## src/rtl/sih_pkg.sv

```systemverilog
package sih_pkg;

    localparam int LINES = 2;

    typedef enum logic [1:0] {
        TRIG_NONE = 2'b00,
        TRIG_FALL = 2'b01,
        TRIG_RISE = 2'b10,
        TRIG_BOTH = 2'b11
    } trig_t;

    typedef struct packed {
        logic [5:0] spare;
        logic       pend_dis;
        logic       clr_on_read;
    } sih_ctrl_t;

    localparam sih_ctrl_t CTRL_RESET = '{spare: 6'd0, pend_dis: 1'b0, clr_on_read: 1'b1};

    function automatic int bytes_for_bits(int bits);
        return (bits + 7) / 8;
    endfunction

endpackage

```

## src/rtl/sih_edge_detect.sv

```systemverilog
module sih_edge_detect
    import sih_pkg::*;
#(
    parameter int N_SRC = 18
) (
    input  logic                 clk,
    input  logic                 rst,
    input  logic [N_SRC-1:0]     src,
    input  logic [2*N_SRC-1:0]   trig,
    output logic [N_SRC-1:0]     evt
);

    logic [N_SRC-1:0] meta_q;
    logic [N_SRC-1:0] sync_q;
    logic [N_SRC-1:0] prev_q;

    always_ff @(posedge clk) begin
        if (rst) begin
            meta_q <= '0;
            sync_q <= '0;
            prev_q <= '0;
        end else begin
            meta_q <= src;
            sync_q <= meta_q;
            prev_q <= sync_q;
        end
    end

    for (genvar gi = 0; gi < N_SRC; gi++) begin : g_src
        trig_t mode;
        logic  rise_en;
        logic  fall_en;
        assign mode    = trig_t'(trig[2*gi +: 2]);
        assign rise_en = (mode == TRIG_RISE) || (mode == TRIG_BOTH);
        assign fall_en = (mode == TRIG_FALL) || (mode == TRIG_BOTH);
        assign evt[gi] = (rise_en & sync_q[gi] & ~prev_q[gi]) |
                         (fall_en & ~sync_q[gi] & prev_q[gi]);
    end

endmodule

```

## src/rtl/sih_line.sv

```systemverilog
module sih_line #(
    parameter int N_SRC = 18,
    parameter int NB    = 3
) (
    input  logic             clk,
    input  logic             rst,
    input  logic [N_SRC-1:0] evt,
    input  logic [N_SRC-1:0] set_vec,
    input  logic [N_SRC-1:0] clr_vec,
    input  logic             pend_dis,
    input  logic [NB-1:0]    mask_wen,
    input  logic [7:0]       mask_wdata,
    output logic [N_SRC-1:0] status,
    output logic [N_SRC-1:0] mask,
    output logic             irq_n
);

    logic [N_SRC-1:0] status_q, status_d;
    logic [N_SRC-1:0] hold_q, hold_d;
    logic [N_SRC-1:0] mask_q;

    always_comb begin
        // a held event re-arms the bit at the moment it is cleared
        status_d = (status_q & ~clr_vec) | evt | set_vec | (clr_vec & hold_q);
        hold_d   = (hold_q & ~clr_vec) |
                   (evt & status_q & ~clr_vec & {N_SRC{~pend_dis}});
    end

    always_ff @(posedge clk) begin
        if (rst) begin
            status_q <= '0;
            hold_q   <= '0;
            mask_q   <= '1;
        end else begin
            status_q <= status_d;
            hold_q   <= hold_d;
            for (int k = 0; k < N_SRC; k++) begin
                if (mask_wen[k/8]) mask_q[k] <= mask_wdata[k%8];
            end
        end
    end

    assign status = status_q;
    assign mask   = mask_q;
    assign irq_n  = ~|(status_q & ~mask_q);

    // a status bit only drops in a cycle that carried a clear for it
    assert_status_sticky_R8: assert property (@(posedge clk) disable iff (rst)
        1'b1 |=> ((($past(status_q) & ~status_q) & ~$past(clr_vec)) == '0));

    // a status bit only rises from an edge, a test set or a held event
    assert_status_has_cause_R10: assert property (@(posedge clk) disable iff (rst)
        1'b1 |=> (((status_q & ~$past(status_q)) & ~($past(evt) | $past(set_vec))) == '0));

    // holding a second event requires pending-disable to be clear
    assert_hold_gated_R9: assert property (@(posedge clk) disable iff (rst)
        1'b1 |=> (((hold_q & ~$past(hold_q)) == '0) || !$past(pend_dis)));

    // an edge coinciding with a clear leaves the bit set
    assert_edge_beats_clear_R11: assert property (@(posedge clk) disable iff (rst)
        1'b1 |=> ((($past(evt) & $past(clr_vec)) & ~status_q) == '0));

endmodule

```

## src/rtl/sih_bank.sv

```systemverilog
module sih_bank
    import sih_pkg::*;
#(
    parameter int N_SRC = 18,
    parameter int AW    = 8
) (
    input  logic               clk,
    input  logic               rst,
    input  logic [N_SRC-1:0]   irq_src,
    input  logic [AW-1:0]      reg_addr,
    input  logic               reg_wr,
    input  logic [7:0]         reg_wdata,
    input  logic               reg_rd,
    output logic [7:0]         reg_rdata,
    output logic [LINES-1:0]   irq_n
);

    localparam int NB    = bytes_for_bits(N_SRC);
    localparam int NT    = 2 * N_SRC;
    localparam int NE    = bytes_for_bits(NT);
    localparam int A_EDG = LINES * 2 * NB;
    localparam int A_CTL = A_EDG + NE;
    localparam int A_SET = A_CTL + 1;

    sih_ctrl_t        ctrl_q;
    logic [NT-1:0]    edge_q;
    logic [31:0]      addr_w;

    logic [NB-1:0]    st_hit [LINES];
    logic [NB-1:0]    mk_hit [LINES];
    logic [NB-1:0]    set_hit;
    logic [NE-1:0]    edg_hit;
    logic             ctl_hit;

    logic [N_SRC-1:0] clr_v [LINES];
    logic [N_SRC-1:0] set_v;
    logic [N_SRC-1:0] evt_v;
    logic [N_SRC-1:0] st_v  [LINES];
    logic [N_SRC-1:0] mk_v  [LINES];
    logic [N_SRC-1:0] trig_any;

    logic [NB*8-1:0]  pad_s;
    logic [NB*8-1:0]  pad_m;
    logic [NE*8-1:0]  pad_e;

    assign addr_w = 32'(reg_addr);

    // address decode into per-byte strobes
    always_comb begin
        for (int l = 0; l < LINES; l++) begin
            for (int b = 0; b < NB; b++) begin
                st_hit[l][b] = (addr_w == 32'(2*NB*l + b)) &&
                               (ctrl_q.clr_on_read ? reg_rd : reg_wr);
                mk_hit[l][b] = (addr_w == 32'(2*NB*l + NB + b)) && reg_wr;
            end
        end
        for (int b = 0; b < NB; b++) set_hit[b] = reg_wr && (addr_w == 32'(A_SET + b));
        for (int b = 0; b < NE; b++) edg_hit[b] = reg_wr && (addr_w == 32'(A_EDG + b));
        ctl_hit = reg_wr && (addr_w == 32'(A_CTL));
    end

    // byte strobes spread to per-input clear and set vectors
    always_comb begin
        for (int l = 0; l < LINES; l++) begin
            for (int k = 0; k < N_SRC; k++) begin
                clr_v[l][k] = st_hit[l][k/8] & (ctrl_q.clr_on_read | reg_wdata[k%8]);
            end
        end
        for (int k = 0; k < N_SRC; k++) begin
            set_v[k]    = set_hit[k/8] & reg_wdata[k%8];
            trig_any[k] = edge_q[2*k] | edge_q[2*k+1];
        end
    end

    always_ff @(posedge clk) begin
        if (rst) begin
            edge_q <= '0;
            ctrl_q <= CTRL_RESET;
        end else begin
            for (int k = 0; k < NT; k++) begin
                if (edg_hit[k/8]) edge_q[k] <= reg_wdata[k%8];
            end
            if (ctl_hit) begin
                ctrl_q <= '{spare: 6'd0, pend_dis: reg_wdata[1], clr_on_read: reg_wdata[0]};
            end
        end
    end

    sih_edge_detect #(.N_SRC(N_SRC)) u_edge (
        .clk  (clk),
        .rst  (rst),
        .src  (irq_src),
        .trig (edge_q),
        .evt  (evt_v)
    );

    for (genvar gl = 0; gl < LINES; gl++) begin : g_line
        sih_line #(.N_SRC(N_SRC), .NB(NB)) u_line (
            .clk        (clk),
            .rst        (rst),
            .evt        (evt_v),
            .set_vec    (set_v),
            .clr_vec    (clr_v[gl]),
            .pend_dis   (ctrl_q.pend_dis),
            .mask_wen   (mk_hit[gl]),
            .mask_wdata (reg_wdata),
            .status     (st_v[gl]),
            .mask       (mk_v[gl]),
            .irq_n      (irq_n[gl])
        );

        assert_irq_needs_status_R6: assert property (@(posedge clk) disable iff (rst)
            !irq_n[gl] |-> (|st_v[gl]));
    end

    // read mux
    always_comb begin
        reg_rdata = '0;
        pad_e = '0;
        pad_e[NT-1:0] = edge_q;
        pad_s = '0;
        pad_m = '0;
        for (int l = 0; l < LINES; l++) begin
            pad_s = '0;
            pad_m = '0;
            pad_s[N_SRC-1:0] = st_v[l];
            pad_m[N_SRC-1:0] = mk_v[l];
            for (int b = 0; b < NB; b++) begin
                if (addr_w == 32'(2*NB*l + b))      reg_rdata = pad_s[8*b +: 8];
                if (addr_w == 32'(2*NB*l + NB + b)) reg_rdata = pad_m[8*b +: 8];
            end
        end
        for (int b = 0; b < NE; b++) begin
            if (addr_w == 32'(A_EDG + b)) reg_rdata = pad_e[8*b +: 8];
        end
        if (addr_w == 32'(A_CTL)) reg_rdata = ctrl_q;
    end

    // an input with trigger field 00 never produces an event
    assert_trig_off_silent_R4: assert property (@(posedge clk) disable iff (rst)
        (evt_v & ~trig_any) == '0);

endmodule

```

## config.mk

```make
export PLATFORM = sky130hd
export DESIGN_NAME = sih_bank
export DESIGN_NICKNAME = d
export VERILOG_FILES = /design/src/rtl/sih_pkg.sv /design/src/rtl/sih_edge_detect.sv /design/src/rtl/sih_line.sv /design/src/rtl/sih_bank.sv
export SDC_FILE = /design/constraint.sdc
export NUM_CORES = 1
export LEC_CHECK = 0
export ABC_AREA = 1
export BUFFER_PORTS_ARGS = -buffer_cell sky130_fd_sc_hd__buf_2
export CORE_AREA = 2 2 136 138
export DETAILED_ROUTE_END_ITERATION = 10
export DIE_AREA = 0 0 138 140
export PLACE_DENSITY = 0.66
export SLEW_MARGIN = 20
export SYNTH_ARGS = -nofsm -noshare
export SYNTH_HDL_FRONTEND = slang
export SYNTH_SLANG_ARGS = --single-unit
```

## constraint.sdc

```tcl
create_clock -name clk -period 3.86 [get_ports clk]
set_input_delay 0.772 -clock clk [delete_from_list [all_inputs] [get_ports clk]]
set_output_delay 0.772 -clock clk [all_outputs]
set_load 0.02 [all_outputs]
```

# Word level (Yosys, flattened, before mapping)
# Index checks and enable logic that the tools add are counted.
# Widths: inputs -> output; s select.
totals:
  ff_bits: 200
  wordCells: 390
  n_memories: 0
  input_bits: 38
  ram_bits: 0
  mem_bits_ro: 0
  out_inout_bits: 10
  latch_bits: 0
classes:
  n_div: 0
  shift: 0
  reduce_logical: 62
  n_lt_le_gt_ge: 0
  n_mux: 19
  mul: 0
  n_bitwise: 215
  n_addsub: 0
  eq_ne: 74
ops:
  columns: ["op", "n"]
  rows:
  - ["$and 18x18->18", 14]
  - ["$mux 8", 18]
  - ["$or 18x18->18", 8]
  - ["$and 1x1->1", 126]
  - ["$eq 2x2->1 const B", 36]
  - ["$not 18->18", 4]
  - ["$eq 8x4->1 const B", 8]
  - ["$eq 8x5->1 const B", 5]
  - ["$not 1->1", 37]
  - ["$eq 2x1->1 const B", 18]
  - ["$logic_or 1x1->1", 36]
  - ["$reduce_or 18->1", 2]
  - ["$eq 8x3->1 const B", 4]
  - ["$logic_not 32->1", 1]
  - ["$or 1x1->1", 26]
  - ["$logic_and 1x1->1", 21]
  - ["$eq 8x2->1 const B", 2]
  - ["$eq 8x1->1 const B", 1]
  - ["$logic_not 1->1", 2]
  - ["$mux 1", 1]

# Longest topological paths before layout
logic_depth:
  word_depth: 19
  ltp_mapped: 14
  depth_no_buf: 14

# Cells and area by module
# Synthesis repeated with hierarchy kept, for this count alone.
hier_totals:
  hier_cells: 1392
  area_unflattened_um2: 9246.4
by_module_without_submodules:
  columns: ["mod", "cells_each", "area_per_inst_um2", "n_inst", "seq_area_each_um2"]
  rows:
  - ["sih_line", 332, 2284.7, 2, 1081.0]
  - ["sih_bank", 488, 2807.7, 1, 760.7]
  - ["sih_edge_detect", 240, 1869.3, 1, 1081.0]

# Least setup slack after synthesis
# No wires, ideal clock.
synth_timing:
  path_type: "input port to output port"
  start: "in reg_addr[5]"
  end: "out reg_rdata[6]"
  path_buffers: 2
  required_ns: 3.088
  path_slack_ns: 0.978
  path_stages: 12
  arrival_ns: 2.110
  cell_sequence: "nor2_1 -> nand2_1 -> buf_6 -> nor2_4 -> nand2_2 -> buf_6 -> o22ai_1 -> nand3_1 -> o22ai_2 -> o21ai_1 -> a21oi_1 -> nand3_1"
synth_between:
  elab_chain_cells: 19
  elab_cells_between_ends: 36
  cone_classes: "17 x eq/ne; 18 x mux; 1 x reduce/logical"
synth_rtl:
  columns: ["item", "line", "rtl"]
  rows:
  - ["from (decl)", "sih_bank.sv:10", "input logic [AW-1:0] reg_addr,"]
  - ["$logic_not 32->1", "sih_bank.sv:129", "if (addr_w == 32'(2*NB*l + b)) reg_rdata = pad_s[8*b +: 8];"]
  - ["$mux 8", "sih_bank.sv:129", null]
  - ["$mux 8", "sih_bank.sv:130", "if (addr_w == 32'(2*NB*l + NB + b)) reg_rdata = pad_m[8*b +: 8];"]
  - ["$mux 8", "sih_bank.sv:129", null]
  - ["$mux 8", "sih_bank.sv:130", null]
  - ["$mux 8", "sih_bank.sv:129", null]
  - ["$mux 8", "sih_bank.sv:130", null]
  - ["$mux 8", "sih_bank.sv:129", null]
  - ["$mux 8", "sih_bank.sv:130", null]
  - ["$mux 8", "sih_bank.sv:129", null]
  - ["$mux 8", "sih_bank.sv:130", null]
  - ["$mux 8", "sih_bank.sv:129", null]
  - ["$mux 8", "sih_bank.sv:130", null]
  - ["$mux 8 (5 in series)", "sih_bank.sv:134", "if (addr_w == 32'(A_EDG + b)) reg_rdata = pad_e[8*b +: 8];"]
  - ["$mux 8 (*)", "sih_bank.sv:136", "if (addr_w == 32'(A_CTL)) reg_rdata = ctrl_q;"]
  - ["to (decl)", "sih_bank.sv:14", "output logic [7:0] reg_rdata,"]
# Mark *: on every way between the ends. The rest lies on a longest branch, timed or not.

# Worst setup path after layout
layout_timing:
  start: "in reg_addr[5]"
  end: "out reg_rdata[3]"
# The elaborated chain is that of the path after synthesis.

==> reports/qor.txt <==
Worst path top cell family by delay -> simple AND/OR/NAND/NOR gates
Clk buf depth -> 2
Top-count cell post-synth -> dfxtp_1
H-tree levels -> 4
Site Rows -> 49
CTS tree -> done
RSZ-0062 raised after global routing -> no
Synth top area cells -> dfxtp_1 45%, nand2_1 8.5%, inv_1 8.2%, nor2_1 7.1%, o21ai_0 5.5%
WP data arrival -> 2.71 ns
CTS hold repair buffers -> 0
Crit Path Max Fanout -> 8
Drt pass-1 iters -> 6
Die Width -> 138 µm
Area Growth Syn to Fin -> 10.8%
CP Capture Type -> output port
Setup Skew -> 0.00918 ns
Clock Sinks -> 200
Slew @ Worst Pin -> 0.970 ns
Mapped Nets -> 1284
F_max -> 287 MHz
Post-synth top area share -> 0.453
Avg Cell Area, Syn -> 7.09 µm²
Cell taking the most area after synthesis -> dfxtp_1
Cts bufs inserted -> 17
Starting Density -> 0.497
Max IR drop VDD -> 0.355 mV
Period utilization -> 0.903
Switching part of the total -> 0.260
Top post-synthesis cells by count -> 200 x dfxtp_1, 199 x nand2_1, 193 x inv_1, 168 x nor2_1, 97 x o21ai_0
Max-slew headroom -> 0.353
CP max stage delay -> 0.30 ns
Crit Path Category -> in -> out
PostCTS Resize Cnt -> 0
Initial antenna violation count -> 1
IO Count -> 48
Routed length per instance -> 17.3 µm
DRC violations left -> 0
Ys async rst share -> 0
Critical path, cell by cell -> buf_2 > nor2_1 > nand2_1 > inv_2 > nand2_1 > o31ai_1 > o22ai_1 > nand4_1 > nand2_1 > nand4_1 > nor2_1 > nor2_1 > buf_2
Vias post-DR -> 8365
Slowest-stage cell, CP -> nand2_1
Global-route wire length before repair -> 41.1 mm
Share of cells above drive strength 1 -> 0.112
Yosys warns -> 0
Clock power share -> 0.444
Final Hold Viols -> 0
Fin nets -> 1308
Sequential power share -> 0.516
Storage element area -> 0.00400 mm²
Worst-path clk slew -> 0.08 ns
Root Buffer -> clkbuf_16
FILL cells -> 1782
Largest net degree at the start of global routing -> 87
Status -> completed
Crit path launch type -> input port
Post-DR vias/cell -> 5.53
Synth Cell Area -> 0.00884 mm²
Clk Latency, worst-skew pair -> 0.45 ns
Die area -> 0.0193 mm²
ANT nets after route -> 0
Pwr dens -> 415 mW/mm²
Worst min path class -> reg -> reg
Footprint of the multi-input gates -> 0.00379 mm²
Placed Area -> 0.00918 mm²
Internal power -> 3000 µW
Post-synthesis register bit count -> 200
Post-synth EDFFs -> 0
Worst endpoint required time -> 3.09 ns
Initial drt markers -> 841
Core box area -> 0.0178 mm²
Net switching power -> 1060 µW
Die height -> 140 µm
Register area share after synthesis -> 0.453
DP HPWL -> 18.9 mm
Post-CTS Setup Inserts -> 0
LEAKAGE -> 0.00407 µW
Cell variety after synth -> 34
Final Cell Area -> 0.00979 mm²
Final Wtd Congestion -> 0.968
Setup-failing EPs final -> 0
Synth Flop Type -> dfxtp_1
MaxCap Viol Count -> 0
Total GRT Usage -> 0.272
Post-Route WL -> 26.2 mm
Grt ovf -> 0
Number of I/O port buffers -> 47
Vias in the first global route -> 7594
Fin Setup TNS -> 0 ns
Crit path buf inv count -> 3
Tmin final -> 3.49 ns
Fin. max-slew vios -> 0
Syn Inst Count -> 1246
Combinational power share -> 0.040
## power groups by stage
stage | Combinational [µW] | Clock [µW] | Sequential (µW)
after floorplan | 96.7 | 0 | 2140
after global placement | 158 | 0 | 2140
after detailed placement | 159 | 0 | 2140
after CTS | 159 | 1830 | 2090
after global routing | 176 | 1920 | 2100
final | 161 | 1800 | 2090
## worst paths after layout
path | from | to | slack, ns | cells past startpoint
worst max-delay path | reg_addr[5] | reg_rdata[3] | 0.37 | 13
worst min register to register | u_edge.meta_q[2] | u_edge.sync_q[2] | 0.40 | 2
worst max register to register | ctrl_q[0] | g_line[0].u_line.status[5] | 1.58 | 9
worst min-delay path | u_edge.meta_q[2] | u_edge.sync_q[2] | 0.40 | 2
## placed cells by master (no fill, tap or decap), drive strengths merged
master / n
o21ai: 114
nand2: 201
a221oi: 1
or2: 2
a31oi: 21
o31ai: 12
diode: 1
o211ai: 16
o221a: 13
clkinv: 8
nand4: 15
o22ai: 25
a21oi: 58
nor3: 26
clkbuf: 17
buf: 54
inv: 221
nand3: 72
nor4: 6
dfxtp: 200
o21bai: 2
o2111ai: 3
a211oi: 8
nor2: 186
clkinvlp: 2
## metrics by stage
stage	power [µW]	hold WS [ns]	setup WS, ns	instances	util
global placement	2300	0.389	0.410	1480	0.517
CTS	4090	0.403	0.412	1512	0.550
detailed placement	2300	0.392	0.416	1480	0.517
floorplan	2240	0.388	0.978	1246	-
finish	4060	0.402	0.374	1513	0.551
global route	4190	0.410	0.0882	1513	0.551
## registers in the layout, summed over array words and instances (netlist names)
register,count
edge_q,36
g_line.u_line.hold_q,36
g_line.u_line.mask,36
g_line.u_line.status,36
u_edge.meta_q,18
u_edge.prev_q,18
u_edge.sync_q,18
ctrl_q,2
## per-layer routing
metal,track usage,part of all wire
met3,0.0417,0.074
met2,0.427,0.45
met4,0.108,0.028
met1,0.378,0.45
met5,0,0
## worst reg2reg max path: cells and delay by family, from the launching register on
| family | cells | cell delay [ns] |
|---|---|---|
| buf+inv | 3 | 0.39 |
| simple gates | 3 | 0.61 |
| flops | 1 | 0.75 |
| compound gates | 3 | 0.41 |
## kinds of logic (layout without fill, tap and decap cells)
family / Yosys count / after routing / share of synthesized area
AND/OR/NAND/NOR: 508 / 508 / 0.245
AO/OA/AOI/OAI: 273 / 273 / 0.184
buffers and inverters: 265 / 302 / 0.118
flip-flops: 200 / 200 / 0.453
other: 0 / 1 / 0
## area by class of cell
| class | count | area share |
|---|---|---|
| clock buffers | 17 | 0.0435 |
| flip-flops and latches | 200 | 0.409 |
| inverters | 216 | 0.0828 |
| well taps | 229 | 0.0293 |
| multi-input cells | 781 | 0.387 |
| diodes | 1 | 0.000256 |
| clock inverters | 15 | 0.0180 |
| repair buffers | 54 | 0.0297 |
(Power assumes the default switching activity.)
